### config.mk
export PLATFORM = sky130hd
export DESIGN_NAME = phy_cr_master
export DESIGN_NICKNAME = d
export VERILOG_FILES = /design/src/rtl/phy_cr_pkg.sv /design/src/rtl/phy_cr_sync.sv /design/src/rtl/phy_cr_poll_timer.sv /design/src/rtl/phy_cr_seq.sv /design/src/rtl/phy_cr_master.sv
export SDC_FILE = /design/constraint.sdc
export NUM_CORES = 1
export LEC_CHECK = 0
export BUFFER_PORTS_ARGS = -buffer_cell sky130_fd_sc_hd__buf_2
export CAP_MARGIN = 20
export CORE_UTILIZATION = 50
export CTS_CLUSTER_SIZE = 24
export DETAILED_ROUTE_END_ITERATION = 8
export HOLD_SLACK_MARGIN = 0.02
export MAX_ROUTING_LAYER = met4
export PLACE_DENSITY_LB_ADDON = 0.2
export RECOVER_POWER = 25
export SLEW_MARGIN = 0
export SYNTH_ARGS = -nofsm -noshare
export SYNTH_HDL_FRONTEND = slang
export SYNTH_SLANG_ARGS = --single-unit
### constraint.sdc
create_clock -name clk_i -period 3.04 [get_ports clk_i]
set_input_delay 0.152 -clock clk_i [delete_from_list [all_inputs] [get_ports clk_i]]
set_output_delay 0.152 -clock clk_i [all_outputs]
set_load 0.05 [all_outputs]
### src/rtl/phy_cr_pkg.sv
package phy_cr_pkg;
  typedef enum logic [1:0] {
    OP_ADDR  = 2'd0,
    OP_WRITE = 2'd1,
    OP_READ  = 2'd2,
    OP_NONE  = 2'd3
  } cr_op_e;

  typedef enum logic [1:0] {
    ST_IDLE    = 2'd0,
    ST_WAIT_HI = 2'd1,
    ST_WAIT_LO = 2'd2
  } cr_state_e;

  localparam int unsigned NUM_STB   = 4;
  localparam logic [1:0]  SEL_CAPA  = 2'd0;
  localparam logic [1:0]  SEL_CAPD  = 2'd1;
  localparam logic [1:0]  SEL_WR    = 2'd2;
  localparam logic [1:0]  SEL_RD    = 2'd3;
  localparam int unsigned RESET_BIT = 0;
endpackage

### src/rtl/phy_cr_sync.sv
module phy_cr_sync #(
  parameter int unsigned STAGES = 2
) (
  input  logic clk_i,
  input  logic rst_ni,
  input  logic d_i,
  output logic q_o
);
  logic [STAGES-1:0] ff_q;

  generate
    if (STAGES == 1) begin : g_one
      always_ff @(posedge clk_i or negedge rst_ni) begin
        if (!rst_ni) ff_q <= '0;
        else         ff_q <= d_i;
      end
    end else begin : g_chain
      always_ff @(posedge clk_i or negedge rst_ni) begin
        if (!rst_ni) ff_q <= '0;
        else         ff_q <= {ff_q[STAGES-2:0], d_i};
      end
    end
  endgenerate

  assign q_o = ff_q[STAGES-1];
endmodule

### src/rtl/phy_cr_poll_timer.sv
module phy_cr_poll_timer #(
  parameter int unsigned GAP_W     = 16,
  parameter int unsigned MAX_POLLS = 10
) (
  input  logic             clk_i,
  input  logic             rst_ni,
  input  logic             start_i,
  input  logic             stop_i,
  input  logic [GAP_W-1:0] gap_i,
  output logic             sample_o,
  output logic             last_o
);
  localparam int unsigned TRY_W = $clog2(MAX_POLLS + 1);

  logic             active_q;
  logic [GAP_W-1:0] gap_q;
  logic [TRY_W-1:0] tries_q;

  always_ff @(posedge clk_i or negedge rst_ni) begin
    if (!rst_ni) begin
      active_q <= 1'b0;
      gap_q    <= '0;
      tries_q  <= '0;
    end else if (start_i) begin
      active_q <= 1'b1;
      gap_q    <= gap_i;
      tries_q  <= '0;
    end else if (stop_i) begin
      active_q <= 1'b0;
    end else if (active_q) begin
      if (gap_q == '0) begin
        gap_q   <= gap_i;
        tries_q <= tries_q + 1'b1;
      end else begin
        gap_q <= gap_q - 1'b1;
      end
    end
  end

  assign sample_o = active_q && (gap_q == '0);
  assign last_o   = (tries_q == TRY_W'(MAX_POLLS - 1));

  // failing final sample always stops the timer before another increment
  assert_tries_bound_R6: assert property (@(posedge clk_i) disable iff (!rst_ni)
    tries_q < TRY_W'(MAX_POLLS));
  assert_sample_reload_R6: assert property (@(posedge clk_i) disable iff (!rst_ni)
    (sample_o && !start_i && !stop_i) |=> (gap_q == $past(gap_i)));
endmodule

### src/rtl/phy_cr_seq.sv
module phy_cr_seq
  import phy_cr_pkg::*;
#(
  parameter int unsigned DATA_W = 16
) (
  input  logic                 clk_i,
  input  logic                 rst_ni,
  input  logic                 req_i,
  input  logic [1:0]           op_i,
  input  logic [DATA_W-1:0]    wdata_i,
  input  logic                 ack_s_i,
  input  logic [DATA_W-1:0]    dout_i,
  input  logic                 sample_i,
  input  logic                 last_i,
  output logic                 tmr_start_o,
  output logic                 tmr_stop_o,
  output logic                 ready_o,
  output logic                 done_o,
  output logic                 err_o,
  output logic [DATA_W-1:0]    rdata_o,
  output logic [DATA_W-1:0]    din_o,
  output logic [NUM_STB-1:0]   stb_o
);
  cr_state_e            state_q, state_n;
  logic [1:0]           sel_q, sel_n;
  logic [NUM_STB-1:0]   stb_q, stb_n;
  logic [DATA_W-1:0]    din_q, din_n, rdata_q, rdata_n;
  logic                 rstw_q, rstw_n, done_q, done_n, err_q, err_n;

  function automatic logic [NUM_STB-1:0] onehot(input logic [1:0] s);
    return NUM_STB'(1) << s;
  endfunction

  always_comb begin
    state_n     = state_q;
    sel_n       = sel_q;
    stb_n       = stb_q;
    din_n       = din_q;
    rdata_n     = rdata_q;
    rstw_n      = rstw_q;
    err_n       = err_q;
    done_n      = 1'b0;
    tmr_start_o = 1'b0;
    tmr_stop_o  = 1'b0;
    unique case (state_q)
      ST_IDLE: begin
        if (req_i && cr_op_e'(op_i) != OP_NONE) begin
          tmr_start_o = 1'b1;
          state_n     = ST_WAIT_HI;
          rstw_n      = 1'b0;
          unique case (cr_op_e'(op_i))
            OP_ADDR:  begin din_n = wdata_i; sel_n = SEL_CAPA; end
            OP_WRITE: begin din_n = wdata_i; sel_n = SEL_CAPD; rstw_n = wdata_i[RESET_BIT]; end
            default:  sel_n = SEL_RD;
          endcase
          stb_n = onehot(sel_n);
        end
      end
      ST_WAIT_HI: begin
        if (sample_i) begin
          if (ack_s_i) begin
            stb_n       = '0;
            tmr_start_o = 1'b1;
            state_n     = ST_WAIT_LO;
            if (sel_q == SEL_RD) rdata_n = dout_i;
          end else if (last_i) begin
            stb_n      = '0;
            tmr_stop_o = 1'b1;
            state_n    = ST_IDLE;
            done_n     = 1'b1;
            err_n      = 1'b1;
          end
        end
      end
      ST_WAIT_LO: begin
        if (sample_i) begin
          if (!ack_s_i) begin
            if (sel_q == SEL_CAPD) begin
              sel_n = SEL_WR;
              stb_n = onehot(SEL_WR);
              if (rstw_q) begin
                // PHY in reset cannot acknowledge: finish with strobe raised
                tmr_stop_o = 1'b1;
                state_n    = ST_IDLE;
                done_n     = 1'b1;
                err_n      = 1'b0;
              end else begin
                tmr_start_o = 1'b1;
                state_n     = ST_WAIT_HI;
              end
            end else begin
              tmr_stop_o = 1'b1;
              state_n    = ST_IDLE;
              done_n     = 1'b1;
              err_n      = 1'b0;
            end
          end else if (last_i) begin
            tmr_stop_o = 1'b1;
            state_n    = ST_IDLE;
            done_n     = 1'b1;
            err_n      = 1'b1;
          end
        end
      end
      default: state_n = ST_IDLE;
    endcase
  end

  always_ff @(posedge clk_i or negedge rst_ni) begin
    if (!rst_ni) begin
      state_q <= ST_IDLE;
      sel_q   <= SEL_CAPA;
      stb_q   <= '0;
      din_q   <= '0;
      rdata_q <= '0;
      rstw_q  <= 1'b0;
      done_q  <= 1'b0;
      err_q   <= 1'b0;
    end else begin
      state_q <= state_n;
      sel_q   <= sel_n;
      stb_q   <= stb_n;
      din_q   <= din_n;
      rdata_q <= rdata_n;
      rstw_q  <= rstw_n;
      done_q  <= done_n;
      err_q   <= err_n;
    end
  end

  assign ready_o = (state_q == ST_IDLE);
  assign done_o  = done_q;
  assign err_o   = err_q;
  assign rdata_o = rdata_q;
  assign din_o   = din_q;
  assign stb_o   = stb_q;

  assert_stb_onehot_R2: assert property (@(posedge clk_i) disable iff (!rst_ni)
    $onehot0(stb_q));
  assert_done_pulse_R8: assert property (@(posedge clk_i) disable iff (!rst_ni)
    done_q |=> !done_q);
  assert_busy_hold_R8: assert property (@(posedge clk_i) disable iff (!rst_ni)
    (state_q != ST_IDLE) |=> $stable(din_q));
  assert_err_drop_R7: assert property (@(posedge clk_i) disable iff (!rst_ni)
    (done_q && err_q) |-> (stb_q == '0));
  assert_wr_wait_R3: assert property (@(posedge clk_i) disable iff (!rst_ni)
    (state_q == ST_WAIT_HI && stb_q[SEL_WR]) |-> !din_q[RESET_BIT]);
  assert_rst_write_R4: assert property (@(posedge clk_i) disable iff (!rst_ni)
    (done_q && !err_q && stb_q[SEL_WR]) |-> din_q[RESET_BIT]);
endmodule

### src/rtl/phy_cr_master.sv
module phy_cr_master
  import phy_cr_pkg::*;
#(
  parameter int unsigned DATA_W      = 16,
  parameter int unsigned GAP_W       = 16,
  parameter int unsigned MAX_POLLS   = 10,
  parameter int unsigned SYNC_STAGES = 2
) (
  input  logic              clk_i,
  input  logic              rst_ni,
  input  logic [GAP_W-1:0]  poll_gap_i,
  input  logic              req_i,
  input  logic [1:0]        op_i,
  input  logic [DATA_W-1:0] wdata_i,
  output logic              ready_o,
  output logic              done_o,
  output logic              err_o,
  output logic [DATA_W-1:0] rdata_o,
  output logic [DATA_W-1:0] cr_din_o,
  output logic              cr_cap_addr_o,
  output logic              cr_cap_data_o,
  output logic              cr_write_o,
  output logic              cr_read_o,
  input  logic              cr_ack_i,
  input  logic [DATA_W-1:0] cr_dout_i
);
  logic               ack_s, sample, last, tmr_start, tmr_stop;
  logic [NUM_STB-1:0] stb;

  phy_cr_sync #(.STAGES(SYNC_STAGES)) u_sync (
    .clk_i (clk_i),
    .rst_ni(rst_ni),
    .d_i   (cr_ack_i),
    .q_o   (ack_s)
  );

  phy_cr_poll_timer #(.GAP_W(GAP_W), .MAX_POLLS(MAX_POLLS)) u_timer (
    .clk_i   (clk_i),
    .rst_ni  (rst_ni),
    .start_i (tmr_start),
    .stop_i  (tmr_stop),
    .gap_i   (poll_gap_i),
    .sample_o(sample),
    .last_o  (last)
  );

  phy_cr_seq #(.DATA_W(DATA_W)) u_seq (
    .clk_i      (clk_i),
    .rst_ni     (rst_ni),
    .req_i      (req_i),
    .op_i       (op_i),
    .wdata_i    (wdata_i),
    .ack_s_i    (ack_s),
    .dout_i     (cr_dout_i),
    .sample_i   (sample),
    .last_i     (last),
    .tmr_start_o(tmr_start),
    .tmr_stop_o (tmr_stop),
    .ready_o    (ready_o),
    .done_o     (done_o),
    .err_o      (err_o),
    .rdata_o    (rdata_o),
    .din_o      (cr_din_o),
    .stb_o      (stb)
  );

  assign cr_cap_addr_o = stb[SEL_CAPA];
  assign cr_cap_data_o = stb[SEL_CAPD];
  assign cr_write_o    = stb[SEL_WR];
  assign cr_read_o     = stb[SEL_RD];
endmodule

==> After elaboration in Yosys (flattened, before gate mapping) <==
Index checks and enable logic that the tools add are counted.
{ "totals": {"elab_cells": 112, "inputBits": 54, "reg_bits": 66, "out_inout_bits": 39} }
{ "classes": {"eq_ne": 16, "mux": 60, "shifts": 1, "addsub": 2, "n_reduce_logical": 21} }
{ "ops": {"columns": ["cell", "count"], "rows": [
  ["2-to-1 mux 16 bit", 4],
  ["2-to-1 mux 4 bit", 11],
  ["2-to-1 mux 1 bit", 26],
  ["2-to-1 mux 2 bit", 12],
  ["logical NOT 16 bit", 1],
  ["subtractor 16 x 1 -> 16 bit (second input constant)", 1],
  ["inequality test 2 bit (second input constant)", 6],
  ["case mux 4 bit (3 select lines)", 1],
  ["AND reduction 5 bit", 2],
  ["nonzero test 2 bit", 5],
  ["AND reduction 3 bit", 3],
  ["case mux 2 bit (2 select lines)", 2],
  ["AND reduction 7 bit", 1],
  ["== test 2 x 1 -> 1 bit (second input constant)", 3],
  ["case mux 2 bit (3 select lines)", 1],
  ["adder 4 x 1 -> 4 bit (second input constant)", 1],
  ["== test 2 bit (second input constant)", 2],
  ["== test 4 bit (second input constant)", 1],
  ["logical NOT 2 bit", 2],
  ["inequality test 2 x 1 -> 1 bit (second input constant)", 2],
  ["inequality test 4 x 3 -> 1 bit (second input constant)", 1],
  ["case mux 1 bit (2 select lines)", 2],
  ["AND reduction 2 bit", 2],
  ["AND reduction 4 bit", 1],
  ["6 further kinds", 7]
]} }

==> Longest topological paths before layout <==
{ "logic_depth": {"depth_word": 7, "mapped_depth": 11, "mapped_depth_nobuf": 9} }

==> By module <==
A second synthesis with hierarchy kept.
{ "unflattened": {"cells_unflattened": 308, "hier_area_um2": 3412.0} }
{ "by_module_without_submodules": {"columns": ["module", "instances", "cells_per_inst", "seq_area_each_um2", "area_each_um2"], "rows": [
  ["phy_cr_seq", 1, 148, 1076.0, 1996.9],
  ["phy_cr_poll_timer", 1, 158, 525.5, 1365.1],
  ["phy_cr_sync", 1, 2, 50.0, 50.0]
]} }

==> Worst setup path before layout <==
OpenSTA, ideal clock, no wires.
{ "synth_path": {"path_type": "register -> register", "from": "register u_seq.state_q[1]", "to": "register u_timer.gap_q[8]", "path_buffers": 2, "stages_incl_launch_ff": 11, "setup_time_ns": 0.077, "arrival_ns": 2.400, "setup_slack_ns": 0.563, "synth_period_minus_slack_ns": 2.477, "required_time_ns": 2.963, "cell_sequence": "dfrtp_1 -> inv_1 -> ha_1 -> inv_1 -> nor3_2 -> nor2_1 -> clkbuf_1 -> clkbuf_1 -> nand4_1 -> o21ai_0 -> a21oi_1"} }
{ "synth_between": {"elab_chain_cells": 4, "word_cells_on_any_way": 9, "classes_between": "eq/ne (3); mux (3); reduce/logical (3)"} }
{ "synth_lines": {"columns": ["element", "line_no", "rtl"], "rows": [
  ["start, declared", "phy_cr_seq.sv:24", "cr_state_e state_q, state_n;"],
  ["start signal, assigned", "phy_cr_seq.sv:120", "state_q <= state_n;"],
  ["logical NOT 2 bit *", null, null],
  ["named net ready_o", "phy_cr_master.sv:15", "output logic ready_o,"],
  ["case mux 1 bit (3 select lines) *", "phy_cr_seq.sv:45", "unique case (state_q)"],
  ["inequality test 2 bit (no line) / nonzero test 2 bit (equally long branches)", null, null],
  ["AND reduction 2 bit (no line)", null, null],
  ["end signal, assigned", "phy_cr_poll_timer.sv:26", "gap_q <= gap_i;"],
  ["end signal, assigned", "phy_cr_poll_timer.sv:32", "gap_q <= gap_i;"],
  ["end signal, assigned", "phy_cr_poll_timer.sv:35", "gap_q <= gap_q - 1'b1;"],
  ["end, declared", "phy_cr_poll_timer.sv:16", "logic [GAP_W-1:0] gap_q;"]
]} }
Mark *: on every way through the listed nets, which the timed path passes. The rest lies on a longest branch.
A chain may end at the register's enable or synchronous reset.

==> Final worst setup path <==
{ "layout_path": {"from": "register u_timer.gap_q[0]", "to": "register u_timer.gap_q[7]"} }
{ "layout_between": {"elab_chain_cells": 6, "word_cells_on_any_way": 16, "classes_between": "add/sub (1); eq/ne (1); mux (10); reduce/logical (4)"} }
{ "layout_lines": {"columns": ["element"], "rows": [
  ["branches (longest 6 deep; another with subtractor 16 x 1 -> 16 bit)"]
]} }
Several ways; the timed one is not identified. The select of a mux whose other input is x is not followed.

==> metrics <==
Tot GR Track Use=22.9%; Reg2Reg Depth=9; Antenna diodes=0; Cells after Synth=around 320; synthesis-to-finish area growth=23.9%; Setup Viol. Count Final=0; Top-Level Pins=93; crit path from=u_timer.gap_q[0]; Initial DRC Count=about 160; Yosys reg bits=66; dpl ws=~0.47 ns; clock buffer depth=2; Fmax=0.386 GHz; Fin. Hold Viols=0; Max Slew Vio Count=37; CTS H-Tree Depth=3; layout cells sized above 1=32.1%; status=finished with violations; FFs w/ async S/R, synth=100%; final core occ=65.3%; Detail Route Antenna Nets=0; Via density=5.46; # Post-CTS Setup Buffers=0; placed cell count=477; die width=84.2 um; Layout fillers=approximately 540; CTS Root Cell=clkbuf_8; syn nets=381; crit path DAT=around 2.8 ns; min cycle time layout=2.59 ns; Design Area, Final=~4200 um^2; syn_area_per_cell=10.6 um^2; CP required=3.25 ns; reg2reg setup slack=~0.45 ns; RSZ-0062 raised after global routing=false; post-layout net count=482; Most common cell on crit path=a21oi_1; Tightest Hold Check Type=input pin to flip-flop; gr ovfl total=0; global-route wire length before repair=12300 um; Routed WL=roughly 7400 um; Critical Path Max Stage Delay=about 0.51 ns; CP max stage cell=a211oi_4; core area=6420 um^2; CP max FO=25; initial antenna violation count=0; Worst Setup End Kind=flip-flop; CP Cell Sequence=inv_1, ha_1, nor4b_1, and4_1, o211ai_4, a211oi_4, inv_4, a21oi_1, a21oi_1; gp weighted congestion=0.913; DRC=25; Hold Crit Depth=2; sequential-to-total area share from yosys stat=48.8%; DP HPWL=~5400 um; period utilization=between 80% and 90%; P_leak=2.05 nW; Routed wire per std cell=~15 um; pwr dens=896 nW/um^2; Ys Warns=0; final setup TNS=0 ns; number of global-route vias before repair=2600; ys flop type=dfrtp_1; Worst-Margin Slew=1.91 ns; CTS clock-pin slew for the worst setup and hold paths=~0.080 ns; First-pass DRT Iterations=6; clk_lat worst skew=about 0.34 ns; clock sink count=66; Rel. slew slack=-27.4%; die area=7100 um^2; Syn Std Cell Area=3380 um^2; commonest cells after routing, fill and taps aside=85 x buf_2, 66 x dfrtp_1, 30 x a21oi_1; fin cells=about 500; Synth cell types=56; total CTS buffers=9; Starting Density=52.7%; Placed Area=3900 um^2; clk_skew=0.0115 ns; Min-Delay Endpoint=u_seq.rdata_o[1]; most common cell after layout, fill and taps aside=buf_2; largest net degree at the start of global routing=37; reg-to-reg critical path endpoint=u_timer.gap_q[7]; Post-synth EDFFs=0; Worst VDD drop=0.363 mV; die span in y=84.2 um; failing checks=DRC, capacitance limit, slew limit; CTS tree=yes; Final WS setup=0.450 ns; port bufs=~90; total number of vias=2736; # rows=29; cts hold-fix bufs=6; crit path kind=flip-flop to flip-flop; Gates resized, CTS repair=0; worst reg2reg startpoint=u_timer.gap_q[0]; startpoint of the worst hold path=cr_dout_i[1]; Startpoint Class=flip-flop; max-cap violations=1
## power breakdown
part,internal [W],switching (W)
sequential,0.00115,0.000256
clock,0.000465,0.000344
combinational,0.000506,0.00104
## layout make-up
cell class / count / area, um^2 / share of cell area, %
Sequential cell: 66 / 1650 / 39.4
Tap cell: 77 / 96.3 / 2.30
Timing Repair Buffer: 106 / 577 / 13.8
Clock inverter: 6 / 90.1 / 2.15
Clock buffer: 10 / 128 / 3.04
Multi-Input combinational cell: 223 / 1600 / 38.1
Inverter: 13 / 51.3 / 1.22
## registers in the layout, indices dropped and copies added, names as in the netlist
register and cells:
u_seq.din_o 16, u_seq.done_o 1, u_seq.err_o 1, u_seq.rdata_o 16
u_seq.rstw_q 1, u_seq.sel_q 2, u_seq.state_q 2, u_seq.stb_o 4
u_sync.ff_q 2, u_timer.active_q 1, u_timer.gap_q 16, u_timer.tries_q 4
## through the flow
stage                     total power [W]  hold WS, ns
after CTS                         0.00378       0.0203
after global routing              0.00399       0.0218
final                             0.00376       0.0268
after floorplan                   0.00258       -0.144
after global placement            0.00293        0.262
after detailed placement          0.00296        0.262
## critical path, delay by kind of cell (launching register included)
kind / cells / cell delay, ns
AO/OA/AOI/OAI: 4 / 0.88
AND/OR/NAND/NOR: 2 / 0.69
flip-flops: 1 / 0.40
buffers and inverters: 2 / 0.33
adder cells (fa/ha/maj): 1 / 0.15
## Yosys cell counts, types with 3 or more instances
| cell type | instances | area share (%) |
|---|---|---|
| or3_1 | 5 | 0.92 |
| inv_1 | 12 | 1.3 |
| o21ai_0 | 15 | 2.2 |
| nand4_1 | 4 | 0.74 |
| o31ai_1 | 7 | 1.6 |
| nand2_1 | 23 | 2.6 |
| ha_1 | 9 | 3.3 |
| o41ai_1 | 3 | 0.78 |
| nor3_1 | 7 | 1.0 |
| clkbuf_1 | 9 | 1.0 |
| a21oi_1 | 30 | 4.4 |
| dfrtp_1 | 66 | 49 |
| nor2_1 | 19 | 2.1 |
| mux2_2 | 17 | 5.7 |
| mux2_1 | 17 | 5.7 |
| nand3_1 | 10 | 1.5 |
| o21ai_1 | 5 | 0.74 |
| buf_2 | 4 | 0.59 |
| nand2b_1 | 5 | 0.92 |
## logic make-up (layout without fill, tap and decap cells)
family                     count (synthesis)  count (layout)  share of synthesized area [%]
adders and majority gates                  9               9                           3.33
AOI/OAI and AO/OA                         82              82                           15.8
DFF                                       66              66                           48.8
and+or+nand+nor                           96              96                           16.1
muxes                                     36              36                           11.9
buffers and inverters                     29             135                           4.00
## metal layers
layer  track usage, %  up-vias  share of wire [%]
met4             8.31        0               0.97
met2             34.6       84                 46
met5                -        -                  0
met3             5.41        5                6.4
li1                 -     1362                  -
met1             30.3     1285                 47
## how the worst max path moves through the flow
stage	to	slack (ns)
after floorplan	u_timer.gap_q[8]	0.56
after global placement	u_timer.gap_q[12]	0.59
final	u_timer.gap_q[7]	0.45
after detailed placement	u_timer.gap_q[12]	0.47
after global routing	u_timer.gap_q[4]	0.20
after CTS	u_timer.gap_q[12]	0.47
Power figures use the tool's default switching activity.
